### src/rtl/dmaseq_pkg.sv
package dmaseq_pkg;

  typedef enum logic [1:0] {
    XM_NORMAL = 2'd0,
    XM_REPEAT = 2'd1,
    XM_BLOCK  = 2'd2,
    XM_RSVD   = 2'd3
  } xfer_mode_e;

  typedef enum logic [1:0] {
    AS_FIXED = 2'd0,
    AS_INC   = 2'd1,
    AS_DEC   = 2'd2,
    AS_HOLD  = 2'd3
  } addr_step_e;

  typedef enum logic [2:0] {
    SQ_IDLE,
    SQ_RD_PREP,
    SQ_RD,
    SQ_WR_PREP,
    SQ_WR,
    SQ_DEAD
  } seq_state_e;

  localparam logic [2:0] RA_SRC  = 3'd0;
  localparam logic [2:0] RA_DST  = 3'd1;
  localparam logic [2:0] RA_CNT  = 3'd2;
  localparam logic [2:0] RA_BLK  = 3'd3;
  localparam logic [2:0] RA_CTRL = 3'd4;

  localparam int CB_EN   = 0;
  localparam int CB_MODE = 1;
  localparam int CB_SDIR = 3;
  localparam int CB_DDIR = 5;
  localparam int CB_SIZE = 7;
  localparam int CB_AREA = 9;
  localparam int CB_W    = 10;

endpackage

### src/rtl/dmaseq_addr_reg.sv
module dmaseq_addr_reg
  import dmaseq_pkg::*;
#(
  parameter int AW = 32
) (
  input  logic          clk,
  input  logic          rst,
  input  logic          ld,
  input  logic [AW-1:0] ld_val,
  input  logic          adv,
  input  logic          restore,
  input  addr_step_e    dir,
  input  logic [1:0]    size,
  output logic [AW-1:0] cur
);

  logic [AW-1:0] init_q;
  logic [AW-1:0] step;
  logic [1:0]    sz_eff;

  always_comb begin
    sz_eff = (size == 2'd3) ? 2'd2 : size;
    step   = AW'(3'(3'd1 << sz_eff));
  end

  always_ff @(posedge clk) begin
    if (rst) begin
      cur    <= '0;
      init_q <= '0;
    end else if (ld) begin
      cur    <= ld_val;
      init_q <= ld_val;
    end else if (adv) begin
      if (restore) begin
        cur <= init_q;
      end else begin
        case (dir)
          AS_INC:  cur <= cur + step;
          AS_DEC:  cur <= cur - step;
          default: cur <= cur;
        endcase
      end
    end
  end

endmodule

### src/rtl/dmaseq_counters.sv
module dmaseq_counters
  import dmaseq_pkg::*;
#(
  parameter int CW = 16
) (
  input  logic          clk,
  input  logic          rst,
  input  logic          ld_cnt,
  input  logic          ld_blk,
  input  logic [CW-1:0] ld_val,
  input  logic          adv,
  input  xfer_mode_e    mode,
  output logic [CW-1:0] tcnt,
  output logic [CW-1:0] bcnt,
  output logic          wrap,
  output logic          last
);

  localparam logic [CW-1:0] ONE = CW'(1);

  logic [CW-1:0] tinit_q;
  logic [CW-1:0] binit_q;

  // Decisions for the transfer being prepared now
  always_comb begin
    wrap = 1'b0;
    last = 1'b0;
    case (mode)
      XM_REPEAT: wrap = (tcnt == ONE);
      XM_BLOCK: begin
        wrap = (bcnt == ONE);
        last = (bcnt == ONE) && (tcnt == ONE);
      end
      default: last = (tcnt == ONE);
    endcase
  end

  always_ff @(posedge clk) begin
    if (rst) begin
      tcnt    <= '0;
      bcnt    <= '0;
      tinit_q <= '0;
      binit_q <= '0;
    end else begin
      if (ld_cnt) begin
        tcnt    <= ld_val;
        tinit_q <= ld_val;
      end
      if (ld_blk) begin
        bcnt    <= ld_val;
        binit_q <= ld_val;
      end
      if (adv) begin
        case (mode)
          XM_REPEAT: tcnt <= wrap ? tinit_q : tcnt - ONE;
          XM_BLOCK: begin
            if (wrap) begin
              bcnt <= binit_q;
              tcnt <= tcnt - ONE;
            end else begin
              bcnt <= bcnt - ONE;
            end
          end
          default: tcnt <= tcnt - ONE;
        endcase
      end
    end
  end

endmodule

### src/rtl/dmaseq_ctrl.sv
module dmaseq_ctrl
  import dmaseq_pkg::*;
#(
  parameter int AW = 32,
  parameter int DW = 32
) (
  input  logic          clk,
  input  logic          rst,
  input  logic          start,
  input  logic          stop_req,
  input  logic          wrap_in,
  input  logic          last_in,
  input  logic          area_dst,
  input  logic [AW-1:0] src_cur,
  input  logic [AW-1:0] dst_cur,
  input  logic          bus_ack,
  input  logic [DW-1:0] bus_rdata,
  output logic          src_adv,
  output logic          src_restore,
  output logic          dst_adv,
  output logic          dst_restore,
  output logic          cnt_adv,
  output logic          busy,
  output logic          fin,
  output logic          bus_req,
  output logic          bus_wr,
  output logic [AW-1:0] bus_addr,
  output logic [DW-1:0] bus_wdata,
  output logic          done
);

  seq_state_e state;
  logic       wrap_q;
  logic       last_q;
  logic       stop_q;
  logic       wr_end;

  always_comb begin
    src_adv     = (state == SQ_RD_PREP);
    cnt_adv     = (state == SQ_RD_PREP);
    src_restore = wrap_in && !area_dst;
    dst_adv     = (state == SQ_WR_PREP);
    dst_restore = wrap_q && area_dst;
    busy        = (state != SQ_IDLE);
    wr_end      = (state == SQ_WR) && bus_ack;
    fin         = wr_end && (last_q || stop_q || stop_req);
  end

  always_ff @(posedge clk) begin
    if (rst) begin
      state     <= SQ_IDLE;
      wrap_q    <= 1'b0;
      last_q    <= 1'b0;
      stop_q    <= 1'b0;
      bus_req   <= 1'b0;
      bus_wr    <= 1'b0;
      bus_addr  <= '0;
      bus_wdata <= '0;
      done      <= 1'b0;
    end else begin
      done <= 1'b0;
      if (stop_req) stop_q <= 1'b1;
      case (state)
        SQ_IDLE: begin
          if (start) state <= SQ_RD_PREP;
        end
        SQ_RD_PREP: begin
          bus_addr <= src_cur;
          bus_req  <= 1'b1;
          bus_wr   <= 1'b0;
          wrap_q   <= wrap_in;
          last_q   <= last_in;
          state    <= SQ_RD;
        end
        SQ_RD: begin
          if (bus_ack) begin
            bus_wdata <= bus_rdata;
            bus_req   <= 1'b0;
            state     <= SQ_WR_PREP;
          end
        end
        SQ_WR_PREP: begin
          bus_addr <= dst_cur;
          bus_req  <= 1'b1;
          bus_wr   <= 1'b1;
          state    <= SQ_WR;
        end
        SQ_WR: begin
          if (bus_ack) begin
            bus_req <= 1'b0;
            bus_wr  <= 1'b0;
            if (last_q) begin
              state  <= SQ_DEAD;
              done   <= 1'b1;
              stop_q <= 1'b0;
            end else if (stop_q || stop_req) begin
              state  <= SQ_IDLE;
              stop_q <= 1'b0;
            end else begin
              state <= SQ_RD_PREP;
            end
          end
        end
        SQ_DEAD: state <= SQ_IDLE;
        default: state <= SQ_IDLE;
      endcase
    end
  end

endmodule

### src/rtl/dma_chan_seq.sv
module dma_chan_seq
  import dmaseq_pkg::*;
#(
  parameter int AW = 32,
  parameter int DW = 32,
  parameter int CW = 16
) (
  input  logic          clk,
  input  logic          rst,
  input  logic          reg_we,
  input  logic [2:0]    reg_addr,
  input  logic [AW-1:0] reg_wdata,
  output logic [AW-1:0] reg_rdata,
  output logic          bus_req,
  output logic          bus_wr,
  output logic [AW-1:0] bus_addr,
  output logic [DW-1:0] bus_wdata,
  input  logic [DW-1:0] bus_rdata,
  input  logic          bus_ack,
  output logic          done
);

  localparam int NPTR = 2;   // 0: source, 1: destination

  logic       en_q;
  xfer_mode_e mode_q;
  addr_step_e sdir_q;
  addr_step_e ddir_q;
  logic [1:0] size_q;
  logic       area_q;

  logic busy, fin, cfg_open, ctrl_wr, stop_req;
  logic wrap, last;
  logic src_adv, src_restore, dst_adv, dst_restore, cnt_adv;
  logic [CW-1:0] tcnt, bcnt;

  logic [AW-1:0] ptr_cur [NPTR];
  logic          ptr_ld  [NPTR];
  logic          ptr_adv [NPTR];
  logic          ptr_rst [NPTR];
  addr_step_e    ptr_dir [NPTR];

  always_comb begin
    cfg_open   = !en_q && !busy;
    ctrl_wr    = reg_we && (reg_addr == RA_CTRL);
    stop_req   = ctrl_wr && en_q && !reg_wdata[CB_EN];
    ptr_ld[0]  = reg_we && (reg_addr == RA_SRC) && cfg_open;
    ptr_ld[1]  = reg_we && (reg_addr == RA_DST) && cfg_open;
    ptr_adv[0] = src_adv;
    ptr_adv[1] = dst_adv;
    ptr_rst[0] = src_restore;
    ptr_rst[1] = dst_restore;
    ptr_dir[0] = sdir_q;
    ptr_dir[1] = ddir_q;
  end

  generate
    for (genvar g = 0; g < NPTR; g++) begin : g_ptr
      dmaseq_addr_reg #(.AW(AW)) u_ptr (
        .clk     (clk),
        .rst     (rst),
        .ld      (ptr_ld[g]),
        .ld_val  (reg_wdata),
        .adv     (ptr_adv[g]),
        .restore (ptr_rst[g]),
        .dir     (ptr_dir[g]),
        .size    (size_q),
        .cur     (ptr_cur[g])
      );
    end
  endgenerate

  dmaseq_counters #(.CW(CW)) u_cnt (
    .clk    (clk),
    .rst    (rst),
    .ld_cnt (reg_we && (reg_addr == RA_CNT) && cfg_open),
    .ld_blk (reg_we && (reg_addr == RA_BLK) && cfg_open),
    .ld_val (reg_wdata[CW-1:0]),
    .adv    (cnt_adv),
    .mode   (mode_q),
    .tcnt   (tcnt),
    .bcnt   (bcnt),
    .wrap   (wrap),
    .last   (last)
  );

  dmaseq_ctrl #(.AW(AW), .DW(DW)) u_ctrl (
    .clk         (clk),
    .rst         (rst),
    .start       (en_q),
    .stop_req    (stop_req),
    .wrap_in     (wrap),
    .last_in     (last),
    .area_dst    (area_q),
    .src_cur     (ptr_cur[0]),
    .dst_cur     (ptr_cur[1]),
    .bus_ack     (bus_ack),
    .bus_rdata   (bus_rdata),
    .src_adv     (src_adv),
    .src_restore (src_restore),
    .dst_adv     (dst_adv),
    .dst_restore (dst_restore),
    .cnt_adv     (cnt_adv),
    .busy        (busy),
    .fin         (fin),
    .bus_req     (bus_req),
    .bus_wr      (bus_wr),
    .bus_addr    (bus_addr),
    .bus_wdata   (bus_wdata),
    .done        (done)
  );

  // Control register: config is only taken while the channel is quiet
  always_ff @(posedge clk) begin
    if (rst) begin
      en_q   <= 1'b0;
      mode_q <= XM_NORMAL;
      sdir_q <= AS_FIXED;
      ddir_q <= AS_FIXED;
      size_q <= 2'd0;
      area_q <= 1'b0;
    end else begin
      if (ctrl_wr && cfg_open) begin
        en_q   <= reg_wdata[CB_EN];
        mode_q <= xfer_mode_e'(reg_wdata[CB_MODE +: 2]);
        sdir_q <= addr_step_e'(reg_wdata[CB_SDIR +: 2]);
        ddir_q <= addr_step_e'(reg_wdata[CB_DDIR +: 2]);
        size_q <= reg_wdata[CB_SIZE +: 2];
        area_q <= reg_wdata[CB_AREA];
      end
      if (stop_req || fin) en_q <= 1'b0;
    end
  end

  always_ff @(posedge clk) begin
    if (rst) begin
      reg_rdata <= '0;
    end else begin
      case (reg_addr)
        RA_SRC:  reg_rdata <= ptr_cur[0];
        RA_DST:  reg_rdata <= ptr_cur[1];
        RA_CNT:  reg_rdata <= AW'(tcnt);
        RA_BLK:  reg_rdata <= AW'(bcnt);
        RA_CTRL: reg_rdata <= AW'({area_q, size_q, ddir_q, sdir_q, mode_q, en_q});
        default: reg_rdata <= '0;
      endcase
    end
  end

endmodule

### config.mk
export PLATFORM = sky130hd
export DESIGN_NAME = dma_chan_seq
export DESIGN_NICKNAME = d
export VERILOG_FILES = /design/src/rtl/dmaseq_pkg.sv /design/src/rtl/dmaseq_addr_reg.sv /design/src/rtl/dmaseq_counters.sv /design/src/rtl/dmaseq_ctrl.sv /design/src/rtl/dma_chan_seq.sv
export SDC_FILE = /design/constraint.sdc
export NUM_CORES = 1
export LEC_CHECK = 0
export BUFFER_PORTS_ARGS = -buffer_cell sky130_fd_sc_hd__buf_2
export CORE_ASPECT_RATIO = 0.9
export CORE_MARGIN = 10
export CORE_UTILIZATION = 45
export CTS_BUF_LIST = sky130_fd_sc_hd__clkbuf_8
export DETAILED_ROUTE_END_ITERATION = 12
export PLACE_DENSITY = 0.66
export SLEW_MARGIN = 5
export SYNTH_ARGS = -nofsm -noshare
export SYNTH_HDL_FRONTEND = slang
export SYNTH_HIERARCHICAL = 1
export SYNTH_SLANG_ARGS = --single-unit
export TNS_END_PERCENT = 30
### constraint.sdc
create_clock -name clk -period 9.8 [get_ports clk]
set_input_delay 1.96 -clock clk [delete_from_list [all_inputs] [get_ports clk]]
set_output_delay 1.96 -clock clk [all_outputs]
set_load 0.03 [all_outputs]
Yosys cells after proc, flatten, opt, wreduce, memory -nomap -nowiden
Cells that the tools add are included.
{"block": "word_totals", "ff_bits": 307}
{"block": "op_classes", "n_reduce_logical": 46, "shift": 1, "n_eq_ne": 21, "addsub": 6, "n_mux": 37, "n_bitwise": 2}
{"cell": "$mux 32", "count": 6}
{"cell": "$pmux 32 s2", "count": 3}
{"cell": "$pmux 32 s5", "count": 1}
{"cell": "$mux 16", "count": 8}
{"cell": "$add 32x3->32", "count": 2}
{"cell": "$sub 32x3->32", "count": 2}
{"cell": "$eq 16x1->1 const B", "count": 2}
{"cell": "$pmux 16 s2", "count": 1}
{"cell": "$sub 16x1->16 const B", "count": 2}
{"cell": "$logic_and 1x1->1", "count": 18}
{"cell": "$pmux 3 s5", "count": 1}
{"cell": "$eq 3x2->1 const B", "count": 4}
{"cell": "$mux 3", "count": 4}
{"cell": "$reduce_and 2->1", "count": 5}
{"cell": "$eq 2x2->1 const B", "count": 4}
{"cell": "$mux 1", "count": 8}
{"cell": "$reduce_bool 2->1", "count": 4}
{"cell": "$reduce_bool 4->1", "count": 2}
{"cell": "$eq 2x1->1 const B", "count": 3}
{"cell": "$eq 3x1->1 const B", "count": 2}
{"cell": "$eq 3x3->1 const B", "count": 2}
{"cell": "$logic_not 3->1", "count": 2}
{"cell": "$ne 2x2->1 const B", "count": 3}
{"cell": "$pmux 1 s2", "count": 3}
{"cell": "other kinds (11)", "count": 21}

Longest topological paths before layout
{"block": "logic_depth", "word_depth": 9, "ltp_mapped": 18}

By module
Netlist, hierarchy kept.
{"module": "dmaseq_addr_reg", "n_inst": 2, "seq_area_each_um2": 1281.2, "area_per_inst_um2": 4604.4, "cells_each": 593}
{"module": "dmaseq_counters", "n_inst": 1, "seq_area_each_um2": 1281.2, "area_per_inst_um2": 3875.0, "cells_each": 482}
{"module": "dmaseq_ctrl", "n_inst": 1, "seq_area_each_um2": 1461.4, "area_per_inst_um2": 3170.5, "cells_each": 330}
{"module": "dma_chan_seq", "n_inst": 1, "seq_area_each_um2": 840.8, "area_per_inst_um2": 2164.6, "cells_each": 238}

Worst setup path before layout
Ideal clock, no wire load.
{"block": "synth_timing", "kind": "input to register", "start": "in reg_we", "end": "reg g_ptr[1].u_ptr.init_q[26]", "t_arrival_ps": 4026, "stages": 8, "path_slack_ps": 5647, "t_required_ps": 9672, "setup_time_ps": 128, "path_cell_list": "or3b_2 -> clkbuf_1 -> nor3_1 -> clkbuf_1 -> clkbuf_1 -> buf_1 -> mux2i_1 -> nor2_1"}
{"element": "start, declared", "line_no": "dma_chan_seq.sv:10", "rtl": "input logic reg_we,"}
{"element": "end signal, assigned", "line_no": "dmaseq_addr_reg.sv:32", "rtl": "init_q <= ld_val;"}
{"element": "end, declared", "line_no": "dmaseq_addr_reg.sv:17", "rtl": "logic [AW-1:0] init_q;"}

Final worst setup path
{"block": "layout_timing", "start": "reg u_cnt.tcnt[6]", "end": "reg g_ptr[0].u_ptr.cur[30]"}
{"block": "layout_via", "elab_chain_cells": 6}
{"element": "start, declared", "line_no": "dmaseq_counters.sv:13", "rtl": "output logic [CW-1:0] tcnt,"}
{"element": "start signal, assigned", "line_no": "dmaseq_counters.sv:46", "rtl": "tcnt <= ld_val;"}
{"element": "start signal, assigned", "line_no": "dmaseq_counters.sv:55", "rtl": "XM_REPEAT: tcnt <= wrap ? tinit_q : tcnt - ONE;"}
{"element": "start signal, assigned", "line_no": "dmaseq_counters.sv:59", "rtl": "tcnt <= tcnt - ONE;"}
{"element": "$eq 16x1->1 (*)", "line_no": "dmaseq_counters.sv:29", "rtl": "XM_REPEAT: wrap = (tcnt == ONE);"}
{"element": "$pmux 1 s2 (*)", "line_no": "dmaseq_counters.sv:28", "rtl": "case (mode)"}
{"element": "net wrap", "line_no": "dma_chan_seq.sv:33", "rtl": "logic wrap, last;"}
{"element": "$logic_and 1x1->1 (*)", "line_no": "dmaseq_ctrl.sv:41", "rtl": "src_restore = wrap_in && !area_dst;"}
{"element": "net src_restore", "line_no": "dma_chan_seq.sv:34", "rtl": "logic src_adv, src_restore, dst_adv, dst_restore, cnt_adv;"}
{"element": "$mux 32", "line_no": "dmaseq_addr_reg.sv:34", "rtl": "if (restore) begin"}
{"element": "$mux 32", "line_no": "dmaseq_addr_reg.sv:33", "rtl": "end else if (adv) begin"}
{"element": "$mux 32", "line_no": "dmaseq_addr_reg.sv:30", "rtl": "end else if (ld) begin"}
{"element": "end signal, assigned", "line_no": "dmaseq_addr_reg.sv:31", "rtl": "cur <= ld_val;"}
{"element": "end signal, assigned", "line_no": "dmaseq_addr_reg.sv:35", "rtl": "cur <= init_q;"}
{"element": "end signal, assigned", "line_no": "dmaseq_addr_reg.sv:38", "rtl": "AS_INC: cur <= cur + step;"}
{"element": "end, declared", "line_no": "dmaseq_addr_reg.sv:14", "rtl": "output logic [AW-1:0] cur"}
The timed path passes the listed nets; every way through them passes the cells marked *. The select of a mux whose other input is x is not followed.
A chain may end at the register's enable or synchronous reset.

==> run_results.csv <==
group,metric,value,unit
cells_and_area,areaGrowthSynthToFinish,10.8,%
timing,post-route-min-period,4.59,ns
power,p_per_area,139,nW/µm²
cells_and_area,fill_cells,3922,
detailed_routing,vias,17500,
detailed_routing,wl_per_cell,21.0,µm
cells_and_area,layout_commonest_cell,"dfxtp_1",
synthesis,syn_nets,2381,
grt,global_route.usage.met3,4.48,%
synthesis,yosysSeqAreaShare,33.4,%
cts,post_cts_resized,0,
cells_and_area,postLayoutCellArea,20400,µm²
setup_path,worstSetupPathType,"flip-flop to flip-flop",
detailed_routing,dr.pass1.iters,6,
cells_and_area,utilization,50.3,%
setup_path,crit_arrival,5.09,ns
synthesis,synth_area,18400,µm²
grt,antenna_found_initial,0,
cells_and_area,multi_input_area,11300,µm²
detailed_routing,ant_nets,0,
setup_path,reg2reg_to,"g_ptr[0].u_ptr/cur[30]",
cells_and_area,final_nets,2468,
synthesis,ys_seq_elements,307,
grt,grt_max_degree,111,
cells_and_area,final_cell_mix,"dfxtp_1, a21oi_1, nand2_1",
cts,clk_latency,0.64,ns
grt,grt_first_pass_wirelength,92900,µm
placement,portBuffers,169,
min_path,min-delay-start,"u_ctrl/bus_wdata[11]",
timing,setup_slack,5.21,ns
cells_and_area,register_area,6150,µm²
timing,clock-skew-final,0.0358,ns
setup_path,r2r_cells,14,
cts,htreeDepth,2,
placement,dp_hpwl,43100,µm
setup_path,required,10.30,ns
synthesis,async_flop_share,0,%
synthesis,syn_inst,2236,
grt,busiest_layer,"met2",
floorplan,die_area,49400,µm²
min_path,worstHoldPathType,"flip-flop to flip-flop",
synthesis,ys_warn_count,6,
timing,maxSlewHeadroom,17.6,%
power,power.total,2.84,mW
grt,grt_pass1_vias,16200,
detailed_routing,post-route-drc-count,0,
grt,grt_use_met2,35.1,%
setup_path,endpoint_kind,"flip-flop",
timing,rsz0062_at_grt,"false",
setup_path,cp_max_fo,45,
setup_path,rrSetupSlack,5.21,ns
synthesis,synth.avg_cell_area,8.24,µm²
timing,finalHoldViolations,0,
grt,grt_use_total,23.5,%
synthesis,yosysUniqueCellTypes,97,
timing,maxSlewViolCount,0,
power,vdd_drop_max,0.103,mV
min_path,hold_depth,2,
power,p_leak,7.94,nW
floorplan,rows,70,
setup_path,worstReg2RegStart,"u_cnt/tcnt[6]",
cells_and_area,drive_gt1_share,15.2,%
timing,worst_slew_pin_slew,1.23,ns
detailed_routing,drt_iter0_markers,1649,
cells_and_area,n_antenna_cell,0,
grt,met1_usage,33.3,%
setup_path,cp-start-kind,"flip-flop",
cts,cts_hold_buf,0,
cts,clock_path_buffers,3,
placement,routabilityCongestion,0.944,
cts,cts-root-buf,"clkbuf_8",
floorplan,fp.dieW,233,µm
floorplan,fp.dieH,212,µm
timing,fmax,0.218,GHz
cts,path_clk_slew,0.06,ns
run_status,outcome,"finished clean",
grt,grt-ovfl-total,0,
placement,preCtsSetupSlack,4.79,ns
cts,postCtsSetupBuffers,0,
floorplan,io_pins,170,
detailed_routing,wirelength,60800,µm
detailed_routing,vias_per_cell,6.02,
synthesis,synthFlopType,"dfxtp_1",
timing,setup_viol,0,
timing,finalCritPeriodShare,46.8,%
cts,clock_sinks,307,
floorplan,start_util,45.4,%
placement,place_area,19400,µm²
cts,tritoncts,"yes",
min_path,min_to,"u_ctrl/bus_wdata[11]",
cts,cts_buffers,53,
synthesis,synth_edf_count,0,
timing,fin_setup_tns,0,ns
run,drv_cap,0,
floorplan,core,40600,µm²
-- cells in the mapped netlist (all sizes together), types with 8 or more instances --
cell | instances | area (µm²)
nand3b | 19 | 143
or3 | 12 | 75.1
o22ai | 25 | 156
a211oi | 53 | 533
nand4 | 8 | 50.1
xor2 | 34 | 298
nor3 | 46 | 246
nor4 | 13 | 103
dfxtp | 307 | 6150
a31oi | 19 | 119
and3 | 14 | 92.6
o21ai | 99 | 503
ha | 72 | 901
o21a | 23 | 173
nand2 | 223 | 837
a221oi | 27 | 268
o32ai | 10 | 87.6
or2 | 18 | 113
xnor2 | 31 | 272
buf | 77 | 485
and2 | 14 | 92.6
nand3 | 46 | 230
a21o | 42 | 323
nor2 | 221 | 837
mux2i | 136 | 1360
nand2b | 68 | 425
a21oi | 243 | 1230
o31ai | 13 | 125
and4 | 9 | 78.8
o22a | 10 | 87.6
clkbuf | 80 | 302
o211ai | 14 | 105
nor3b | 17 | 160
inv | 54 | 203
a22oi | 32 | 240
a211o | 8 | 70.1
-- power breakdown --
| part | total, mW | internal [mW] | switching, mW | leakage, nW |
|---|---|---|---|---|
| clock network | 1.17 | 0.623 | 0.549 | 0.604 |
| registers | 1.31 | 1.28 | 0.0350 | 2.48 |
| logic | 0.357 | 0.127 | 0.230 | 4.86 |
-- cells by family (layout without fill, tap and decap cells) --
family | after synthesis | after routing | synth area share, %
flops | 307 | 307 | 33.4
simple gates | 752 | 752 | 20.1
compound gates | 689 | 689 | 25.5
buf+inv | 212 | 336 | 5.39
xor+xnor | 65 | 65 | 3.09
mux | 137 | 137 | 7.45
fa+ha+maj | 74 | 74 | 5.11
-- worst max path at each step --
stage                  start                         to  slack [ns]  depth (start not counted)
2_1_floorplan         reg_we  g_ptr[1].u_ptr/init_q[26]        5.65                          8
3_3_place_gp     reg_addr[0]     g_ptr[0].u_ptr/cur[28]        4.80                         10
3_5_place_dp     reg_addr[0]     g_ptr[0].u_ptr/cur[28]        4.79                         10
4_1_cts        u_cnt/tcnt[6]     g_ptr[0].u_ptr/cur[30]        5.26                         14
5_1_grt        u_cnt/tcnt[6]     g_ptr[0].u_ptr/cur[27]        4.81                         14
6_report       u_cnt/tcnt[6]     g_ptr[0].u_ptr/cur[30]        5.21                         14
-- through the flow --
stage / instances / hold slack (ns)
6_report: 2900 / 0.449
5_1_grt: 2900 / 0.473
4_1_cts: 2900 / 0.453
3_5_place_dp: 2808 / 0.444
3_3_place_gp: 2808 / 0.439
2_1_floorplan: 2236 / 0.445
-- flip-flops by register name (all words and copies together), names as in the netlist, 2 cells and up --
| register | flops |
|---|---|
| ddir_q | 2 |
| g_ptr.u_ptr/cur | 64 |
| g_ptr.u_ptr/init_q | 64 |
| mode_q | 2 |
| reg_rdata | 32 |
| sdir_q | 2 |
| size_q | 2 |
| u_cnt/bcnt | 16 |
| u_cnt/binit_q | 16 |
| u_cnt/tcnt | 16 |
| u_cnt/tinit_q | 16 |
| u_ctrl/bus_addr | 32 |
| u_ctrl/bus_wdata | 32 |
| u_ctrl/state | 3 |
-- routing by layer --
metal	up-vias	part of all wire [%]
met5	-	0
met4	0	2.7
met3	132	8.7
met2	727	43
met1	8341	46
li1	8261	-
-- cell type report --
class | instances | area share [%]
multi-input combinational | 1717 | 55.6
sequential | 307 | 30.1
timing repair buffer | 189 | 4.93
clock buffer | 62 | 4.18
tap | 540 | 3.31
inverter | 55 | 1.01
clock inverter | 30 | 0.883
-- critical path, cell delays in order, from the launching register on --
cell and delay (ns):
dfxtp_1 0.37, or4_1 0.67, nor3_1 0.33, a31oi_1 0.21, nor2_1 0.19, nor2b_4 0.16
buf_4 0.45, inv_1 0.37, a21boi_2 0.71, buf_4 0.33, a21oi_1 0.09, a21oi_1 0.14
nor2_1 0.08, nor3b_1 0.25, a211oi_1 0.07
Power figures use the tool's default switching activity.
